$ cat src/rtl/mmio_uart_pkg.sv
package mmio_uart_pkg;

    typedef enum logic [2:0] {
        TX_IDLE, TX_START, TX_DATA, TX_PARITY, TX_STOP
    } tx_state_t;

    typedef enum logic [2:0] {
        RX_IDLE, RX_START, RX_DATA, RX_PARITY, RX_STOP
    } rx_state_t;

    // word index taken from bus_addr[3:2]
    localparam logic [1:0] WIDX_RXD  = 2'd0;
    localparam logic [1:0] WIDX_TXD  = 2'd1;
    localparam logic [1:0] WIDX_STAT = 2'd2;
    localparam logic [1:0] WIDX_CTRL = 2'd3;

    // mode 1: even parity, mode 2: odd parity
    function automatic logic parity_of(input logic [7:0] d, input int mode);
        return (mode == 2) ? ~(^d) : ^d;
    endfunction

endpackage

$ cat src/rtl/mmio_uart_fifo.sv
module mmio_uart_fifo #(
    parameter int W     = 8,
    parameter int DEPTH = 16
) (
    input  logic         clk,
    input  logic         rst_n,
    input  logic         flush,
    input  logic         push,
    input  logic [W-1:0] wdata,
    input  logic         pop,
    output logic [W-1:0] rdata,
    output logic         empty,
    output logic         full
);
    localparam int AW = (DEPTH > 1) ? $clog2(DEPTH) : 1;

    logic [W-1:0] mem [DEPTH];
    logic [AW:0]  wp, rp;

    assign empty = (wp == rp);
    assign full  = (wp[AW] != rp[AW]) && (wp[AW-1:0] == rp[AW-1:0]);
    assign rdata = mem[rp[AW-1:0]];

    always_ff @(posedge clk or negedge rst_n) begin
        if (!rst_n) begin
            wp <= '0;
            rp <= '0;
        end else if (flush) begin
            wp <= '0;
            rp <= '0;
        end else begin
            if (push && !full)  wp <= wp + 1'b1;
            if (pop  && !empty) rp <= rp + 1'b1;
        end
    end

    always_ff @(posedge clk) begin
        if (push && !full && !flush) mem[wp[AW-1:0]] <= wdata;
    end


    no_overflow_chk: assert property (@(posedge clk) disable iff (!rst_n)
        push |-> !full);


    no_underflow_chk: assert property (@(posedge clk) disable iff (!rst_n)
        pop |-> !empty);

endmodule

$ cat src/rtl/mmio_uart_tx.sv
module mmio_uart_tx
    import mmio_uart_pkg::*;
#(
    parameter int CLK_DIV = 4,
    parameter int PARITY  = 1
) (
    input  logic       clk,
    input  logic       rst_n,
    input  logic       fifo_empty,
    input  logic [7:0] fifo_data,
    output logic       fifo_pop,
    output logic       txd
);
    localparam int BIT_CLKS = 16 * CLK_DIV;
    localparam int CW       = $clog2(BIT_CLKS);

    tx_state_t       state, nxt;
    logic [CW-1:0]   cnt;
    logic [2:0]      bitn;
    logic [7:0]      sh;
    logic            par;
    logic            bit_end;

    assign bit_end  = (cnt == CW'(BIT_CLKS - 1));
    assign fifo_pop = (state == TX_IDLE) && !fifo_empty;

    always_ff @(posedge clk or negedge rst_n) begin
        if (!rst_n) state <= TX_IDLE;
        else        state <= nxt;
    end

    always_comb begin
        nxt = state;
        unique case (state)
            TX_IDLE:   if (!fifo_empty) nxt = TX_START;
            TX_START:  if (bit_end) nxt = TX_DATA;
            TX_DATA:   if (bit_end && bitn == 3'd7) nxt = (PARITY != 0) ? TX_PARITY : TX_STOP;
            TX_PARITY: if (bit_end) nxt = TX_STOP;
            TX_STOP:   if (bit_end) nxt = TX_IDLE;
            default:   nxt = TX_IDLE;
        endcase
    end

    always_ff @(posedge clk or negedge rst_n) begin
        if (!rst_n) begin
            cnt  <= '0;
            bitn <= '0;
            sh   <= '0;
            par  <= 1'b0;
        end else begin
            cnt <= (state == TX_IDLE || bit_end) ? '0 : cnt + 1'b1;
            if (fifo_pop) begin
                sh   <= fifo_data;
                par  <= parity_of(fifo_data, PARITY);
                bitn <= '0;
            end else if (state == TX_DATA && bit_end) begin
                sh   <= {1'b0, sh[7:1]};
                bitn <= bitn + 1'b1;
            end
        end
    end

    always_comb begin
        unique case (state)
            TX_START:  txd = 1'b0;
            TX_DATA:   txd = sh[0];
            TX_PARITY: txd = par;
            default:   txd = 1'b1;
        endcase
    end


    start_from_idle_chk: assert property (@(posedge clk) disable iff (!rst_n)
        (state == TX_START && $past(state) != TX_START) |-> $past(fifo_pop));

endmodule

$ cat src/rtl/mmio_uart_rx.sv
module mmio_uart_rx
    import mmio_uart_pkg::*;
#(
    parameter int CLK_DIV = 4,
    parameter int PARITY  = 1
) (
    input  logic       clk,
    input  logic       rst_n,
    input  logic       rxd,
    output logic       done,
    output logic [7:0] data,
    output logic       par_err,
    output logic       frm_err
);
    localparam int DW = (CLK_DIV > 1) ? $clog2(CLK_DIV) : 1;

    rx_state_t      state, nxt;
    logic           rx_m, rx_s, rx_d;
    logic [DW-1:0]  dcnt;
    logic [3:0]     sub;
    logic [2:0]     bitn;
    logic [7:0]     sh;
    logic           pbit, par_ok;
    logic           tick, mid, last;

    assign tick = (dcnt == DW'(CLK_DIV - 1));
    assign mid  = tick && (sub == 4'd7);
    assign last = tick && (sub == 4'd15);

    generate
        if (PARITY == 0) begin : g_nopar
            assign par_ok = 1'b1;
        end else begin : g_par
            assign par_ok = (pbit == parity_of(sh, PARITY));
        end
    endgenerate

    always_ff @(posedge clk or negedge rst_n) begin
        if (!rst_n) begin
            rx_m <= 1'b1;
            rx_s <= 1'b1;
            rx_d <= 1'b1;
        end else begin
            rx_m <= rxd;
            rx_s <= rx_m;
            rx_d <= rx_s;
        end
    end

    always_ff @(posedge clk or negedge rst_n) begin
        if (!rst_n) state <= RX_IDLE;
        else        state <= nxt;
    end

    always_comb begin
        nxt = state;
        unique case (state)
            RX_IDLE:   if (rx_d && !rx_s) nxt = RX_START;
            RX_START:  if (mid) nxt = rx_s ? RX_IDLE : RX_DATA;
            RX_DATA:   if (last && bitn == 3'd7) nxt = (PARITY != 0) ? RX_PARITY : RX_STOP;
            RX_PARITY: if (last) nxt = RX_STOP;
            RX_STOP:   if (last) nxt = RX_IDLE;
            default:   nxt = RX_IDLE;
        endcase
    end

    always_ff @(posedge clk or negedge rst_n) begin
        if (!rst_n) begin
            dcnt    <= '0;
            sub     <= '0;
            bitn    <= '0;
            sh      <= '0;
            pbit    <= 1'b0;
            done    <= 1'b0;
            data    <= '0;
            par_err <= 1'b0;
            frm_err <= 1'b0;
        end else begin
            done <= 1'b0;
            if (state == RX_IDLE) begin
                dcnt <= '0;
                sub  <= '0;
                bitn <= '0;
            end else begin
                dcnt <= tick ? '0 : dcnt + 1'b1;
                if (tick) sub <= (state == RX_START && mid) ? 4'd0 : sub + 4'd1;
                if (state == RX_DATA && last) begin
                    sh   <= {rx_s, sh[7:1]};
                    bitn <= bitn + 1'b1;
                end
                if (state == RX_PARITY && last) pbit <= rx_s;
                if (state == RX_STOP && last) begin
                    done    <= 1'b1;
                    data    <= sh;
                    frm_err <= !rx_s;
                    par_err <= !par_ok;
                end
            end
        end
    end


    done_pulse_chk: assert property (@(posedge clk) disable iff (!rst_n)
        done |=> !done);

endmodule

$ cat src/rtl/mmio_uart.sv
module mmio_uart
    import mmio_uart_pkg::*;
#(
    parameter int CLK_DIV    = 4,
    parameter int FIFO_DEPTH = 16,
    parameter int PARITY     = 1
) (
    input  logic        clk,
    input  logic        rst_n,
    input  logic        bus_sel,
    input  logic        bus_wr,
    input  logic [3:0]  bus_addr,
    input  logic [31:0] bus_wdata,
    output logic [31:0] bus_rdata,
    output logic        irq,
    input  logic        rxd,
    output logic        txd
);
    logic [1:0] widx;
    logic       wr_txd, wr_ctrl, rd_rxd, rd_stat;
    logic       flush_tx, flush_rx;
    logic       ie, ovr_q, frm_q, par_q;
    logic       rx_ne_q, tx_e_q;

    logic       tx_empty, tx_full, tx_pop, tx_push;
    logic [7:0] tx_q;
    logic       rx_empty, rx_full, rx_push, rx_pop;
    logic [7:0] rx_q;
    logic       rx_done, rx_perr, rx_ferr;
    logic [7:0] rx_char;
    logic [7:0] status;
    logic       unused_bits;

    assign unused_bits = ^{bus_addr[1:0], bus_wdata[31:5], bus_wdata[3:2]};

    assign widx     = bus_addr[3:2];
    assign wr_txd   = bus_sel &&  bus_wr && (widx == WIDX_TXD);
    assign wr_ctrl  = bus_sel &&  bus_wr && (widx == WIDX_CTRL);
    assign rd_rxd   = bus_sel && !bus_wr && (widx == WIDX_RXD);
    assign rd_stat  = bus_sel && !bus_wr && (widx == WIDX_STAT);
    assign flush_tx = wr_ctrl && bus_wdata[0];
    assign flush_rx = wr_ctrl && bus_wdata[1];

    assign tx_push = wr_txd && !tx_full;
    assign rx_push = rx_done && !rx_full;
    assign rx_pop  = rd_rxd && !rx_empty;

    mmio_uart_fifo #(.W(8), .DEPTH(FIFO_DEPTH)) u_txq (
        .clk, .rst_n, .flush(flush_tx), .push(tx_push), .wdata(bus_wdata[7:0]),
        .pop(tx_pop), .rdata(tx_q), .empty(tx_empty), .full(tx_full));

    mmio_uart_fifo #(.W(8), .DEPTH(FIFO_DEPTH)) u_rxq (
        .clk, .rst_n, .flush(flush_rx), .push(rx_push), .wdata(rx_char),
        .pop(rx_pop), .rdata(rx_q), .empty(rx_empty), .full(rx_full));

    mmio_uart_tx #(.CLK_DIV(CLK_DIV), .PARITY(PARITY)) u_tx (
        .clk, .rst_n, .fifo_empty(tx_empty), .fifo_data(tx_q),
        .fifo_pop(tx_pop), .txd);

    mmio_uart_rx #(.CLK_DIV(CLK_DIV), .PARITY(PARITY)) u_rx (
        .clk, .rst_n, .rxd, .done(rx_done), .data(rx_char),
        .par_err(rx_perr), .frm_err(rx_ferr));

    assign status = {par_q, frm_q, ovr_q, ie, tx_full, tx_empty, rx_full, !rx_empty};

    always_ff @(posedge clk or negedge rst_n) begin
        if (!rst_n) begin
            ie      <= 1'b0;
            ovr_q   <= 1'b0;
            frm_q   <= 1'b0;
            par_q   <= 1'b0;
            rx_ne_q <= 1'b0;
            tx_e_q  <= 1'b1;
            irq     <= 1'b0;
        end else begin
            if (wr_ctrl) ie <= bus_wdata[4];
            if (rd_stat) begin
                ovr_q <= 1'b0;
                frm_q <= 1'b0;
                par_q <= 1'b0;
            end
            if (rx_done && rx_full)             ovr_q <= 1'b1;
            if (rx_done && !rx_full && rx_ferr) frm_q <= 1'b1;
            if (rx_done && !rx_full && rx_perr) par_q <= 1'b1;
            rx_ne_q <= !rx_empty;
            tx_e_q  <= tx_empty;
            irq     <= ie && ((!rx_empty && !rx_ne_q) || (tx_empty && !tx_e_q));
        end
    end

    always_comb begin
        unique case (widx)
            WIDX_RXD:  bus_rdata = {24'd0, rx_empty ? 8'd0 : rx_q};
            WIDX_TXD:  bus_rdata = 32'd0;
            WIDX_STAT: bus_rdata = {24'd0, status};
            WIDX_CTRL: bus_rdata = {27'd0, ie, 4'd0};
            default:   bus_rdata = 32'd0;
        endcase
    end


    irq_gate_chk: assert property (@(posedge clk) disable iff (!rst_n)
        irq |-> $past(ie));


    err_clear_chk: assert property (@(posedge clk) disable iff (!rst_n)
        (rd_stat && !rx_done) |=> (!ovr_q && !frm_q && !par_q));


    ovr_set_chk: assert property (@(posedge clk) disable iff (!rst_n)
        (rx_done && rx_full) |=> ovr_q);

endmodule

$ cat config.mk
export PLATFORM = sky130hd
export DESIGN_NAME = mmio_uart
export DESIGN_NICKNAME = d
export VERILOG_FILES = /design/src/rtl/mmio_uart_pkg.sv /design/src/rtl/mmio_uart_fifo.sv /design/src/rtl/mmio_uart_tx.sv /design/src/rtl/mmio_uart_rx.sv /design/src/rtl/mmio_uart.sv
export SDC_FILE = /design/constraint.sdc
export NUM_CORES = 1
export LEC_CHECK = 0
export BUFFER_PORTS_ARGS = -buffer_cell sky130_fd_sc_hd__buf_2
export CAP_MARGIN = 20
export CORE_MARGIN = 5
export CORE_UTILIZATION = 56
export CTS_BUF_LIST = sky130_fd_sc_hd__clkbuf_8
export CTS_CLUSTER_DIAMETER = 150
export DETAILED_ROUTE_END_ITERATION = 8
export GPL_ROUTABILITY_DRIVEN = 0
export PLACE_DENSITY = 0.84
export SYNTH_ARGS = -nofsm -noshare
export SYNTH_HDL_FRONTEND = slang
export SYNTH_SLANG_ARGS = --single-unit
$ cat constraint.sdc
create_clock -name clk -period 3 [get_ports clk]
set_input_delay 0.3 -clock clk [delete_from_list [all_inputs] [get_ports clk]]
set_output_delay 0.3 -clock clk [all_outputs]
set_load 0.01 [all_outputs]
==> metrics <==
status=finished, violations left; violated checks=negative setup slack; Clock Skews=0.0267 ns; post-synthesis sequential area ratio=69.0%; fmax=331 MHz; Crit. Startpoint=u_rxq.rp[0]; Final Cycle Share=101%; Post-Place Worst Slack=0.339 ns; initial core utilization=56.6%; Final WS setup=-0.0190 ns; crit path time final=3.02 ns; setup TNS=-0.0394 ns; Die Height=169 um; WHS Path Cells=1; Initial DRT Pass Iterations=5; crit path kind=reg2out; Syn. warnings=0; switching pwr=2.96 mW; crit path cell chain=buf_6, buf_12, mux4_2, mux4_2, a32o_2, buf_6; Critical R2R Launch=u_rxq.rp[0]; leakage power=5.82 nW; routed length per placed instance=22.4 um; cell-internal power=8.05 mW; peak supply drop=0.000401 V; FFs w/ async S/R, synth=24.5%; measured slew at the worst slew-check pin=0.883 ns; final instance area=15900 sq um; syn_area_per_cell=16.9 sq um; Root Driver=clkbuf_8; area grow syn2layout=12.0%; die area=28600 sq um; Post-Syn Area=14200 sq um; top_reg_cell synth=edfxtp_1; count of final setup violators=3; Worst EP required=2.70 ns; Worst-Skew Late Latency=0.59 ns; Std-Cell Rows=58; Final Non-Filler Cells=1288; Routed WL=28900 um; Slowest-stage cell, CP=mux4_2; EDFF count, synth=256; worst hold-check path type=in2reg; drc violations=0; routed via count=7608; Seq cells post-synth=339; maxcap violations=0; crit-path max FO=8; RSZ-0062 raised after global routing=yes; post-route ant nets=0; Fin. Hold Viols=0; CP peak stage delay=0.55 ns; number of clock sinks=339; Pwr per Cell Area=694 nW/um^2; I/O Pins=75; end of the worst hold path=u_txq.mem[9][5]; r2r worst-path depth=8; Total GRT Usage=20.6%; first-pass GRT wire length=45200 um; core area=25000 sq um; Flop pwr share=48.9%; FF-to-FF End=u_rxq.mem[10][2]; number of inserted diodes=0; critical path arrival=2.72 ns; hold path start=bus_wdata[5]; share of cells above drive strength 1=25.1%; Total Nets Final=974; clock power share=31.6%; slew margin rel.=40.9%; I/O Buffers=24; vias per cell=5.91; CTS tree=yes; Starting DRT DRC Count=761; R2R Setup Slk=0.23 ns; hold slack=0.100 ns; initial antenna violation count=0; number of global-route vias before repair=7847; Worst setup EP type=output port; sw frac=26.9%; H-tree Lvls=2; Netlist cell types=50; total CTS buffers=51; Cells after DPL=1183; largest net degree at the start of global routing=54; Clk pin slew, worst setup/hold paths=0.06 ns; CTS Buffer Depth=3; Max Transition Viols Final=0; post-DP HPWL=17900 um; Placed Area=14700 sq um; critical path launch point type=flop; GRT Residual Overflow=0; Synth Instances=838; chip width=169 um; Comb pwr share=19.5%
[how the worst max path moves through the flow]
stage                        end  slack (ns)  cells past startpoint
detailed placement      u_tx.par        0.34                      8
global placement        u_tx.par        0.39                      8
finish              bus_rdata[4]       -0.02                      6
global route        bus_rdata[3]       -0.09                      6
CTS                 bus_rdata[3]       -0.04                      6
floorplan           bus_rdata[2]        0.40                      5
[placed cells by master, fill, tap and decap left out, drive strengths merged, types with 4 or more instances in the layout]
cell and n:
nand4 11, xor2 22, nor2 64, dfrtp 79
a21oi 11, mux2i 26, inv 28, nor3b 5
a32o 6, and2 24, mux4 72, dfstp 4
o21ai 12, xnor2 28, clkbuf 57, nand2b 5
mux2 15, conb 24, a211oi 5, buf 64
ha 17, nor3 12, nand2 53, nand3 5
clkinv 24, edfxtp 256
[metal layers]
layer	vias to the layer above	routed length, um	GRT usage, %
met5	-	0	0
met3	75	2340	4.30
met4	0	783	6.20
li1	3303	-	-
met2	367	14600	34.1
met1	3863	11200	28.0
[area by class of cell]
cell class | instances | area (sq um)
inverters | 13 | 48.8
repair buffers | 67 | 592
clock inverters | 39 | 188
well taps | 330 | 413
multi-input cells | 444 | 4080
flip-flops and latches | 339 | 9770
clock buffers | 56 | 771
fillers | 1669 | 9180
[power groups by stage]
stage | clock network, mW | logic (mW) | registers [mW]
2_1_floorplan | 0 | 1.44 | 5.38
3_5_place_dp | 0 | 1.88 | 5.48
3_3_place_gp | 0 | 1.82 | 5.47
6_report | 3.48 | 2.15 | 5.38
5_1_grt | 3.81 | 2.29 | 5.41
4_1_cts | 3.55 | 2.09 | 5.39
[what timing repair did]
action	CTS	global route
gates cloned	2	1
buffers inserted	3	4
gates resized for setup	17	3
hold buffers	2	0
pin swaps	5	4
endpoints found under the setup margin	6	40
endpoints found under the hold margin	50	0
[kinds of logic after synthesis]
| family | count (synthesis) | synth area share [%] |
|---|---|---|
| fa+ha+maj | 17 | 1.50 |
| mux | 113 | 14.5 |
| simple gates | 190 | 6.37 |
| other cells | 1 | 0.0265 |
| compound gates | 49 | 2.39 |
| buf+inv | 78 | 2.98 |
| flops | 339 | 69.0 |
| xor+xnor | 51 | 3.25 |
[stage by stage]
stage / power, mW / utilization (%)
2_1_floorplan: 6.82 / -
3_3_place_gp: 7.29 / 58.8
3_5_place_dp: 7.36 / 58.8
4_1_cts: 11.0 / 63.3
5_1_grt: 11.5 / 63.3
6_report: 11.0 / 63.3
[flip-flops by register name, summed over array words and instances, names as in the netlist, 2 cells and up]
signal / flops
u_tx.state: 3
u_rx.state: 3
u_rx.sub: 4
u_rxq.mem: 128
u_txq.wp: 5
u_tx.sh: 8
u_rxq.wp: 5
u_rx.dcnt: 2
u_rx.data: 8
u_rx.bitn: 3
u_tx.bitn: 3
u_rx.sh: 8
u_txq.mem: 128
u_tx.cnt: 6
u_txq.rp: 5
u_rxq.rp: 5
[synth_stat cells (15+ instances only)]
library cell | number | area share, %
nand2_1 | 53 | 1.4
and2_1 | 24 | 1.1
nor2_1 | 64 | 1.7
clkbuf_1 | 23 | 0.61
mux2_2 | 15 | 1.2
buf_4 | 26 | 1.4
mux4_2 | 72 | 11
ha_1 | 17 | 1.5
dfrtp_1 | 79 | 14
xnor2_1 | 28 | 1.7
xor2_1 | 22 | 1.4
mux2i_1 | 26 | 1.8
edfxtp_1 | 256 | 54
[critical path: cells and delay by family (launching register included)]
family	cells	cell delay (ns)
muxes	2	1.03
DFF	1	0.40
buffers and inverters	3	0.40
AOI/OAI and AO/OA	1	0.29
Power figures use the tool's default switching activity.
